--- config.mk ---
export PLATFORM = sky130hd
export DESIGN_NAME = sw_reuse_buffer
export DESIGN_NICKNAME = d
export VERILOG_FILES = /design/src/rtl/sw_reuse_pkg.sv /design/src/rtl/sw_beat_store.sv /design/src/rtl/sw_window_build.sv /design/src/rtl/sw_flow_ctrl.sv /design/src/rtl/sw_reuse_buffer.sv
export SDC_FILE = /design/constraint.sdc
export NUM_CORES = 1
export LEC_CHECK = 0
export BUFFER_PORTS_ARGS = -buffer_cell sky130_fd_sc_hd__buf_2
export CAP_MARGIN = 20
export CORE_AREA = 2 2 204 206
export DETAILED_ROUTE_END_ITERATION = 6
export DIE_AREA = 0 0 206 208
export HOLD_SLACK_MARGIN = 0.1
export SLEW_MARGIN = 20
export SYNTH_ARGS = -nofsm -noshare
export SYNTH_HDL_FRONTEND = slang
export SYNTH_SLANG_ARGS = --single-unit
--- constraint.sdc ---
create_clock -name clk -period 5.1 [get_ports clk]
set_clock_uncertainty 0.1 [all_clocks]
set_input_delay 0 -clock clk [delete_from_list [all_inputs] [get_ports clk]]
set_output_delay 0 -clock clk [all_outputs]
set_load 0.05 [all_outputs]
--- src/rtl/sw_reuse_pkg.sv ---
package sw_reuse_pkg;
    localparam int ELEM_W  = 32;
    localparam int LANES   = 4;
    localparam int WIN_LEN = 3;
    localparam int OVERLAP = WIN_LEN - 1;
    localparam int BEAT_W  = ELEM_W * LANES;
    localparam int SLOTS   = LANES * WIN_LEN;

    typedef logic [ELEM_W-1:0] elem_t;
    typedef elem_t [LANES-1:0] beat_t;
    typedef elem_t [SLOTS-1:0] group_t;
    typedef elem_t [OVERLAP-1:0] ahead_t;

    // number of output groups for a window count
    function automatic int groups_for(int n_win);
        return (n_win + LANES - 1) / LANES;
    endfunction

    // number of memory beats needed to cover every element once
    function automatic int beats_for(int n_win);
        return (n_win + OVERLAP + LANES - 1) / LANES;
    endfunction
endpackage

--- src/rtl/sw_beat_store.sv ---
module sw_beat_store
    import sw_reuse_pkg::*;
(
    input  logic  clk,
    input  logic  rst,
    input  logic  load,
    input  beat_t beat_in,
    output beat_t held
);
    always_ff @(posedge clk) begin
        if (rst) begin
            held <= '0;
        end else if (load) begin
            held <= beat_in;
        end
    end
endmodule

--- src/rtl/sw_window_build.sv ---
module sw_window_build
    import sw_reuse_pkg::*;
(
    input  beat_t  held,
    input  ahead_t ahead,
    output group_t slots
);
    for (genvar j = 0; j < LANES; j++) begin : g_win
        for (genvar s = 0; s < WIN_LEN; s++) begin : g_slot
            if (j + s < LANES) begin : g_old
                assign slots[j*WIN_LEN + s] = held[j + s];
            end else begin : g_new
                assign slots[j*WIN_LEN + s] = ahead[j + s - LANES];
            end
        end
    end
endmodule

--- src/rtl/sw_flow_ctrl.sv ---
module sw_flow_ctrl
    import sw_reuse_pkg::*;
#(
    parameter  int NUM_WIN = 100,
    localparam int NB      = beats_for(NUM_WIN),
    localparam int NG      = groups_for(NUM_WIN),
    localparam int CNT_W   = $clog2(NB + 1),
    localparam int GW      = $clog2(NG + 1)
) (
    input  logic             clk,
    input  logic             rst,
    input  logic             in_valid,
    input  logic             out_ready,
    output logic             in_ready,
    output logic             in_fire,
    output logic             load_grp,
    output logic             use_ahead,
    output logic             out_valid,
    output logic [LANES-1:0] out_mask,
    output logic [CNT_W-1:0] rd_count,
    output logic             done
);
    localparam bit             NEED_FLUSH = (NB == NG);
    localparam logic [CNT_W-1:0] NB_C     = CNT_W'(NB);
    localparam logic [GW-1:0]    LAST_G   = GW'(NG - 1);

    logic [CNT_W-1:0] beats_in;
    logic [GW-1:0]    grp_idx;
    logic [GW-1:0]    grp_taken;
    logic             flushed;
    logic             slot_free;
    logic             out_fire;
    logic             flush_go;

    assign slot_free = !out_valid || out_ready;
    assign out_fire  = out_valid && out_ready;
    assign in_ready  = (beats_in < NB_C) && slot_free;
    assign in_fire   = in_valid && in_ready;
    assign flush_go  = NEED_FLUSH && (beats_in == NB_C) && !flushed && slot_free;
    assign load_grp  = (in_fire && (beats_in != '0)) || flush_go;
    assign use_ahead = !flush_go;
    assign rd_count  = beats_in;

    always_ff @(posedge clk) begin
        if (rst) begin
            beats_in  <= '0;
            grp_idx   <= '0;
            grp_taken <= '0;
            flushed   <= 1'b0;
            out_valid <= 1'b0;
            done      <= 1'b0;
        end else begin
            if (in_fire) begin
                beats_in <= beats_in + 1'b1;
            end
            if (load_grp) begin
                out_valid <= 1'b1;
                grp_idx   <= flush_go ? LAST_G : GW'(beats_in - 1'b1);
                if (flush_go) begin
                    flushed <= 1'b1;
                end
            end else if (out_fire) begin
                out_valid <= 1'b0;
            end
            if (out_fire) begin
                grp_taken <= grp_taken + 1'b1;
                if (grp_taken == LAST_G) begin
                    done <= 1'b1;
                end
            end
        end
    end

    for (genvar j = 0; j < LANES; j++) begin : g_mask
        assign out_mask[j] = (int'(grp_idx) * LANES + j) < NUM_WIN;
    end
endmodule

--- src/rtl/sw_reuse_buffer.sv ---
module sw_reuse_buffer
    import sw_reuse_pkg::*;
#(
    parameter  int NUM_WIN = 100,
    localparam int CNT_W   = $clog2(beats_for(NUM_WIN) + 1)
) (
    input  logic                    clk,
    input  logic                    rst,
    input  logic                    in_valid,
    output logic                    in_ready,
    input  logic [BEAT_W-1:0]       in_data,
    output logic                    out_valid,
    input  logic                    out_ready,
    output logic [SLOTS*ELEM_W-1:0] out_win,
    output logic [LANES-1:0]        out_mask,
    output logic [CNT_W-1:0]        rd_count,
    output logic                    done
);
    beat_t  in_beat;
    beat_t  held;
    ahead_t ahead;
    group_t built;
    group_t grp_q;
    logic   in_fire;
    logic   load_grp;
    logic   use_ahead;

    assign in_beat = in_data;

    sw_flow_ctrl #(.NUM_WIN(NUM_WIN)) u_ctrl (
        .clk       (clk),
        .rst       (rst),
        .in_valid  (in_valid),
        .out_ready (out_ready),
        .in_ready  (in_ready),
        .in_fire   (in_fire),
        .load_grp  (load_grp),
        .use_ahead (use_ahead),
        .out_valid (out_valid),
        .out_mask  (out_mask),
        .rd_count  (rd_count),
        .done      (done)
    );

    sw_beat_store u_store (
        .clk     (clk),
        .rst     (rst),
        .load    (in_fire),
        .beat_in (in_beat),
        .held    (held)
    );

    // leading elements of the incoming beat, zero on the closing flush
    always_comb begin
        for (int i = 0; i < OVERLAP; i++) begin
            ahead[i] = use_ahead ? in_beat[i] : '0;
        end
    end

    sw_window_build u_build (
        .held  (held),
        .ahead (ahead),
        .slots (built)
    );

    always_ff @(posedge clk) begin
        if (rst) begin
            grp_q <= '0;
        end else if (load_grp) begin
            grp_q <= built;
        end
    end

    assign out_win = grp_q;
endmodule

-- Yosys cells after proc, flatten, opt, wreduce, memory -nomap -nowiden
Index checks and enable logic that the tools add are counted.
- bits of input ports: 132
- register bits: 337
- reductions and logical operators: 9
- order comparisons: 5
- multiplexer cells: 2
- add/sub/neg operators: 6
- equal/unequal tests: 1
- operators with widths (kind ; count):
    32-bit by 8-bit < comparator with 1-bit output (second input constant) ; 3
    7-bit by 2-bit adder with 8-bit output (second input constant) ; 2
    5-bit by 1-bit adder with 5-bit output (second input constant) ; 2
    7-bit by 1-bit adder with 8-bit output (second input constant) ; 1
    7-bit < comparator (second input constant) ; 1
    5-bit equality test (second input constant) ; 1
    5-bit < comparator (second input constant) ; 1
    5-bit nonzero test ; 1
    5-bit by 1-bit subtractor with 5-bit output (second input constant) ; 1
    1-bit logical AND ; 4
    1-bit two-way mux ; 2
    2-bit AND reduction ; 1
    2-bit nonzero test ; 1
    1-bit logical NOT ; 1
    1-bit logical OR ; 1

-- Longest topological paths before layout
Gate-level depths: netlist of the first run.
- depth in word-level cells: 6
- mapped depth: 8
- gate-level depth less buffers: 5

-- Modules after synthesis
Synthesis of the first run repeated with hierarchy kept, for this count alone.
- cell total of the unflattened synthesis: 2211
- area, all modules: 22840.7 sq um
- modules (own cells, without submodules) (module ; times used ; cells each ; area each (sq um)):
    sw_reuse_buffer ; 1 ; 1308 ; 14360.0
    sw_beat_store ; 1 ; 412 ; 4652.0
    sw_window_build ; 1 ; 384 ; 2882.8
    sw_flow_ctrl ; 1 ; 107 ; 945.9

-- Worst setup path after synthesis of the first run
Ideal clock, no wire load.
- path type: flip-flop to output port
- start point: register u_ctrl.grp_idx[0]
- end point: output out_mask[2]
- slack: 2.218 ns
- data required time: 5.000 ns
- arrival time: 2.782 ns
- cell stages (with the launch flop): 3
- buffers on the path: 1
- path through: dfxtp_1 -> o311ai_0 -> buf_4
- word-level cells in the longest chain between the ends: 2
- RTL lines (item ; RTL line ; RTL):
    from (decl) ; sw_flow_ctrl.sv:28 ; logic [GW-1:0] grp_idx;
    from (signal assigned) ; sw_flow_ctrl.sv:58 ; grp_idx <= flush_go ? LAST_G : GW'(beats_in - 1'b1);
    7-bit by 2-bit adder with 8-bit output ; sw_flow_ctrl.sv:75 ; assign out_mask[j] = (int'(grp_idx) * LANES + j) < NUM_WIN;
    32-bit by 8-bit < comparator with 1-bit output ; sw_flow_ctrl.sv:75 ;
    to (decl) ; sw_reuse_buffer.sv:15 ; output logic [LANES-1:0] out_mask,
Every way passes these cells.

-- Worst setup path in the final report of the first run
- start point: register u_ctrl.beats_in[2] (netlist: u_ctrl.rd_count[2])
- end point: register u_store.held[86] in the netlist's numbering
- word-level cells in the longest chain between the ends: 3
- RTL lines (item ; RTL line ; RTL):
    from (decl) ; sw_flow_ctrl.sv:27 ; logic [CNT_W-1:0] beats_in;
    from (signal assigned) ; sw_flow_ctrl.sv:54 ; beats_in <= beats_in + 1'b1;
    5-bit < comparator ; sw_flow_ctrl.sv:37 ; assign in_ready = (beats_in < NB_C) && slot_free;
    1-bit logical AND ; sw_flow_ctrl.sv:37 ;
    1-bit logical AND ; sw_flow_ctrl.sv:38 ; assign in_fire = in_valid && in_ready;
    to (signal assigned) ; sw_beat_store.sv:14 ; held <= beat_in;
    to (decl) ; sw_beat_store.sv:8 ; output beat_t held
Every way passes these cells.
A chain may end at the register's enable or synchronous reset.

==> run_results.csv, run 1 <==
group,metric,value,unit
routing,wl_per_cell,17.29,um
worst_setup_path,worst_path_max_delay_cell,"buf_4",
cells_and_area,synthToLayoutAreaGrowth,30.26,%
routing,drc,0,
worst_setup_path,cp.arrival,4.23,ns
clocking,numCtsBuffers,39,
sta,min_period_over_period,75.70,%
worst_setup_path,setup.worst_path.class,"flip-flop to flip-flop",
worst_setup_path,r2r_end,"u_store.held[86]",
routing,drtAntennaViolNets,0,
routing,drtIter0Drc,723,
routing,avgViaCountPerCell,5.131,
floorplan,io_pins,528,
place,post_dp_cell_area,16520,um^2
min_path,hold_path_depth,4,
power,swShare,28.83,%
worst_setup_path,path_max_fanout,80,
floorplan,core-area,40550,um^2
cells_and_area,finish.instance_area,19860,um^2
sta,relSlewSlack,29.76,%
place,hpwl,27.22,mm
cells_and_area,seqCellArea,6746,um^2
floorplan,start_util,37.59,%
clocking,clkTransAtPathRegs,0.06,ns
min_path,holdCritPathClass,"input port to flip-flop",
cells_and_area,layout.nets,2296,
place,dpl_worst_slack,2.190,ns
power,power_frac_comb,16.3,%
sta,fin_setup_tns,0,ns
power,p_leak,0.009029,uW
global_routing,first_global_vias,13760,
power,power_per_cell_area,339.6,nW/um^2
sta,fin_crit,3.861,ns
place,gp_congestion,0.7574,
global_routing,grt_first_pass_wirelength,73.37,mm
cells_and_area,mostFrequentLayoutCell,"buf_2",
cells_and_area,fill_cells,3838,
sta,finalMaxSlewViolations,0,
worst_setup_path,crit_required,5.47,ns
clocking,cts.repair.resized,0,
worst_setup_path,startpoint_type,"flip-flop",
worst_setup_path,critPathCaptureType,"flip-flop",
routing,num_vias,13970,
floorplan,die_y,208,um
routing,routed_wl,47.09,mm
sta,fin_ws,1.239,ns
synthesis,yosys_warnings,0,
clocking,htree_levels,2,
synthesis,syn_inst,1738,
clocking,cts_root_buffer,"clkbuf_16",
clocking,clkLatencyLatePin,0.54,ns
global_routing,antenna_found_initial,2,
clocking,cts_buffer_depth,3,
worst_setup_path,startpoint,"u_ctrl.rd_count[2]",
outcome,status,"finished clean",
cells_and_area,multi_input_area,6265,um^2
sta,finalSetupViolCount,0,
power,power.switching,1945,uW
floorplan,die-area,42850,um^2
synthesis,syn-num-nets,1874,
routing,dr.pass1.iters,5,
sta,holdWs,0.1697,ns
cells_and_area,layout.cells.most_common_list,"buf_2, nand2_1, dfxtp_1",
flow_run,maxCapViolations,0,
worst_setup_path,max_stage_delay,0.84,ns
synthesis,ys_seq_elements,337,
sta,hold_viol_final,0,
power,clkPwrFrac,41.8,%
power,internal_power,4800,uW
sta,max_freq,0.2590,GHz
sta,rsz0062_at_grt,"no",
worst_setup_path,worstReg2RegStart,"u_ctrl.rd_count[2]",
synthesis,seq_area_frac_synth,44.25,%
clocking,cts_tree,"built",
synthesis,avgSynthCellArea,8.772,um^2
place,port-buffer-count,527,
min_path,hold_start,"in_data[15]",
global_routing,track_usage,21.05,%
worst_setup_path,cp_cell_sequence,"o211ai_1, buf_4, buf_4, nand4_1, dlygate4sd3_1, a21oi_1, dlygate4sd3_1",
synthesis,ys_types,39,
clocking,cts.sinks,337,
worst_setup_path,reg2reg_slack,1.24,ns
sta,worstMarginPinSlew,1.054,ns
worst_setup_path,reg2reg_depth,7,
power,ir_drop,0.0002017,V
global_routing,grt_start_max_net_pins,178,
floorplan,row_count,74,
min_path,hold_end,"out_win[335]",
power,share_seq_of_total_power,41.9,%
floorplan,die_w,206,um
synthesis,netlist_area,15250,um^2
global_routing,overflow,0,
cells_and_area,drive_gt1_share,28.36,%
layer usage:
metal  part of all wire [%]  global-route usage (%)
met2                     48                   35.95
met3                    6.8                   4.574
met5                      0                       0
met4                    3.5                   9.089
met1                     41                   25.27
cells by family after synthesis:
logic type | synth area share [%]
simple gates | 15.90
buf+inv | 14.82
flops | 44.25
compound gates | 11.65
mux | 12.83
xor+xnor | 0.2298
fa+ha+maj | 0.3283
Yosys cell counts:
| library cell | count | share of area, % |
|---|---|---|
| xor2_1 | 1 | 0.057 |
| mux2i_1 | 192 | 13 |
| buf_6 | 16 | 1.2 |
| or3_1 | 2 | 0.082 |
| nand4_1 | 129 | 5.3 |
| nand3_1 | 6 | 0.20 |
| o31ai_1 | 130 | 6.4 |
| o211ai_1 | 1 | 0.049 |
| or4b_1 | 1 | 0.066 |
| o32ai_1 | 1 | 0.057 |
| o21ai_0 | 2 | 0.066 |
| buf_1 | 10 | 0.25 |
| dfxtp_1 | 337 | 44 |
| ha_1 | 4 | 0.33 |
| and2_1 | 1 | 0.041 |
| nor4_1 | 2 | 0.082 |
| o211a_1 | 1 | 0.066 |
| xnor2_1 | 3 | 0.17 |
| buf_2 | 9 | 0.30 |
| a21oi_1 | 133 | 4.4 |
| or4_1 | 1 | 0.049 |
| o21a_1 | 2 | 0.098 |
| and3_1 | 1 | 0.041 |
| nand2b_1 | 1 | 0.041 |
| a211oi_2 | 1 | 0.082 |
| clkbuf_1 | 135 | 3.3 |
| nor3_1 | 1 | 0.033 |
| mux2_2 | 3 | 0.22 |
| o221a_2 | 1 | 0.074 |
| nand2_1 | 388 | 9.6 |
| o311ai_0 | 3 | 0.17 |
| a41oi_1 | 3 | 0.17 |
| inv_2 | 1 | 0.025 |
| nor2b_1 | 4 | 0.16 |
| inv_1 | 8 | 0.20 |
| buf_4 | 194 | 9.6 |
| nor2_1 | 8 | 0.20 |
| a31oi_1 | 1 | 0.041 |
| and4_1 | 1 | 0.057 |
worst max path at each step:
stage,to,depth (start not counted)
global placement,u_ctrl.grp_idx[1],4
detailed placement,u_ctrl.grp_idx[0],4
global route,u_store.held[86],7
CTS,u_store.held[87],7
floorplan,out_mask[2],2
finish,u_store.held[86],7
critical path: cells and delay by family (launching register included):
kind	cells	cell delay (ns)
buffers and inverters	4	2.59
DFF	1	0.41
and+or+nand+nor	1	0.18
AOI/OAI and AO/OA	2	0.40
flip-flops by register name, indices dropped and copies added (netlist names):
| register | flops |
|---|---|
| u_ctrl.done | 1 |
| u_ctrl.grp_taken | 5 |
| u_ctrl.grp_idx | 5 |
| u_store.held | 128 |
| out_win | 192 |
| u_ctrl.rd_count | 5 |
| u_ctrl.out_valid | 1 |
power groups by stage:
stage | Clock (uW) | Combinational, uW | Sequential [uW]
after global routing | 2990 | 1160 | 2840
after floorplan | 0 | 598 | 3060
final | 2820 | 1100 | 2830
after global placement | 0 | 961 | 2880
after CTS | 2890 | 1090 | 2830
after detailed placement | 0 | 968 | 2880
area by class of cell:
| class | count | area share [%] |
|---|---|---|
| diodes | 1 | 0.01260 |
| clock buffers | 56 | 6.004 |
| clock inverters | 15 | 0.5922 |
| inverters | 9 | 0.2205 |
| multi-input cells | 1028 | 31.55 |
| flip-flops and latches | 337 | 33.97 |
| well taps | 532 | 3.352 |
| repair buffers | 745 | 24.30 |
through the flow:
stage	power, uW	utilization (%)	instances
after global routing	6996	48.97	2723
final	6745	48.97	2723
after floorplan	3660	-	1738
after global placement	3840	40.75	2449
after CTS	6815	48.96	2722
after detailed placement	3851	40.75	2449
repair_timing:
item,4_1_cts,5_1_grt
buffers inserted,0,0
hold buffers,202,0
endpoints found under the hold margin,205,0
Power figures use the tool's default switching activity.
==> run 2, diff against run 1 <==
Settings changed: ABC_AREA set to 1.
Clock period 5.1 ns to 3.6 ns, I/O delays scaled along.
==> run_results.csv, run 2 <==
group,metric,value,unit
synthesis,synth_largest_area_cell,"dfxtp_1",
synthesis,ys_seq_elements,337,
worst_setup_path,startpoint_type,"flip-flop",
synthesis,syn_inst,2134,
cells_and_area,synthToLayoutAreaGrowth,26.94,%
clocking,clkLatencyLatePin,0.54,ns
floorplan,die-area,42850,um^2
worst_setup_path,reg2reg_depth,7,
worst_setup_path,worst-path-buf-inv,2,
place,port-buffer-count,527,
power,ir_drop,0.0003736,V
global_routing,first_global_vias,14150,
cells_and_area,mostFrequentLayoutCell,"buf_2",
clocking,cts.repair.resized,0,
worst_setup_path,worst_path_max_delay_cell,"buf_12",
place,hpwl,27.44,mm
floorplan,row_count,74,
worst_setup_path,max_stage_delay,0.51,ns
place,gp_congestion,0.7823,
global_routing,grt_start_max_net_pins,218,
floorplan,die_w,206,um
worst_setup_path,r2r_end,"u_store.held[24]",
routing,avgViaCountPerCell,4.813,
cells_and_area,drive_gt1_share,24.06,%
clocking,cts_buffer_depth,3,
clocking,cts.sinks,337,
worst_setup_path,worstReg2RegStart,"u_ctrl.rd_count[2]",
worst_setup_path,critPathTopFamily,"buffers and inverters",
floorplan,core-area,40550,um^2
power,p_leak,0.009471,uW
sta,fin_crit,2.629,ns
synthesis,synth_edf_count,0,
synthesis,ys_types,24,
sta,worstMarginPinSlew,1.139,ns
worst_setup_path,cp.arrival,2.53,ns
sta,hold_viol_final,0,
worst_setup_path,cp_common_cell,"nor2_2",
global_routing,grt_first_pass_wirelength,73.52,mm
worst_setup_path,setup.worst_path.class,"flip-flop to primary output",
cells_and_area,layout.nets,2642,
synthesis,synthFlopType,"dfxtp_1",
cells_and_area,layout.cells.most_common_list,"buf_2, nor2_1, nand2_1, dfxtp_1, inv_1",
worst_setup_path,worstSetupPathDepth,5,
worst_setup_path,reg2reg_slack,1.04,ns
routing,dr.pass1.iters,5,
global_routing,overflow,0,
worst_setup_path,path_max_fanout,217,
cells_and_area,largest_reg_flops,192,
synthesis,synth.most_common_cell,"nor2_1",
sta,fin_setup_tns,0,ns
worst_setup_path,startpoint,"u_ctrl.rd_count[2]",
routing,wl_per_cell,15.09,um
sta,holdWs,0.1477,ns
floorplan,io_pins,528,
worst_setup_path,critPathCaptureType,"primary output",
clocking,clkTransAtPathRegs,0.06,ns
clocking,cts_hold_buf,152,
power,power_per_cell_area,573.7,nW/um^2
sta,max_freq,0.3804,GHz
min_path,hold_start,"rst",
sta,finalSetupViolCount,0,
synthesis,ys_top_cells_by_count,"nor2_1, dfxtp_1, nand2_1, buf_4, inv_1",
cells_and_area,fill_cells,4084,
clocking,cts_tree,"built",
clocking,numCtsBuffers,39,
routing,drc,0,
synthesis,avgSynthCellArea,7.171,um^2
sta,min_period_over_period,73.03,%
synthesis,synth_top_area_share,44.09,%
sta,relSlewSlack,24.05,%
routing,num_vias,14770,
routing,drtIter0Drc,847,
clocking,cts_root_buffer,"clkbuf_16",
clocking,post_cts_buffers,0,
synthesis,async_flop_share,0,%
synthesis,syn-num-nets,2270,
floorplan,start_util,37.73,%
synthesis,yosys_warnings,0,
sta,rsz0062_at_grt,"no",
outcome,status,"finished clean",
global_routing,antenna_found_initial,1,
worst_setup_path,cp_cell_sequence,"nor2_2, nor2_2, nor2_8, buf_12, buf_2",
synthesis,synth_area_leaders,"dfxtp_1, buf_4, nor2_1, nand2_1, nand4_1",
synthesis,seq_area_frac_synth,44.09,%
clocking,htree_levels,2,
worst_setup_path,crit_required,3.50,ns
routing,routed_wl,46.29,mm
routing,drtAntennaViolNets,0,
flow_run,maxCapViolations,0,
floorplan,die_y,208,um
worst_setup_path,endpoint,"in_ready",
global_routing,track_usage,20.94,%
sta,finalMaxSlewViolations,0,
min_path,holdCritPathClass,"input port to flip-flop",
synthesis,netlist_area,15300,um^2
run 2: how the worst min path moves through the flow:
stage	to	slack, ns	depth (start not counted)
5_1_grt	u_store.held[121]	0.15	3
3_3_place_gp	u_store.held[121]	0.15	2
6_report	u_store.held[121]	0.15	3
3_5_place_dp	u_store.held[71]	0.15	2
2_1_floorplan	u_store.held[83]	0.07	2
4_1_cts	u_store.held[121]	0.10	3
run 2: cell type report:
cell class | count | area, um^2 | area share [%]
Inverter | 207 | 787.0 | 4.052
Clock buffer | 57 | 1166 | 6.003
Antenna cell | 1 | 2.502 | 0.01288
Clock inverter | 13 | 132.6 | 0.6828
Multi-Input combinational cell | 1229 | 5577 | 28.71
Tap cell | 532 | 665.6 | 3.427
Sequential cell | 337 | 6746 | 34.73
Timing Repair Buffer | 692 | 4348 | 22.38
run 2: logic make-up after synthesis:
kind of cell | share of synthesized area, %
xor+xnor | 0.2290
fa+ha+maj | 0.3271
simple gates | 31.05
flops | 44.09
buf+inv | 19.55
compound gates | 4.759
run 2: report_power, final:
group / internal [uW] / leakage [uW] / total (uW) / switching (uW)
clock: 2400 / 0.000629 / 3990 / 1600
sequential: 4020 / 0.00277 / 4210 / 197
combinational: 726 / 0.00608 / 2940 / 2210
run 2: metrics by stage:
step | power [uW] | worst slack [ns] | util [%] | cells | instance area (um^2)
after floorplan | 6664 | 0.7136 | - | 2134 | 15300
after global placement | 7086 | 1.341 | 40.93 | 2845 | 16600
after detailed placement | 7106 | 1.266 | 40.93 | 2845 | 16600
after CTS | 11280 | 0.8227 | 47.88 | 3067 | 19420
after global routing | 11650 | 0.8105 | 47.90 | 3068 | 19420
final | 11140 | 0.9710 | 47.90 | 3068 | 19420
run 2: tightest hold or removal path, delay by kind of cell:
| kind | cells | cell delay [ns] |
|---|---|---|
| AO/OA/AOI/OAI | 1 | 0.05 |
| buffers and inverters | 2 | 0.69 |
run 2: layer usage:
metal | GRT usage, % | part of all wire (%)
met1 | 24.93 | 42
met2 | 36.16 | 48
met3 | 5.044 | 7.1
met4 | 7.931 | 3.0
met5 | 0 | 0
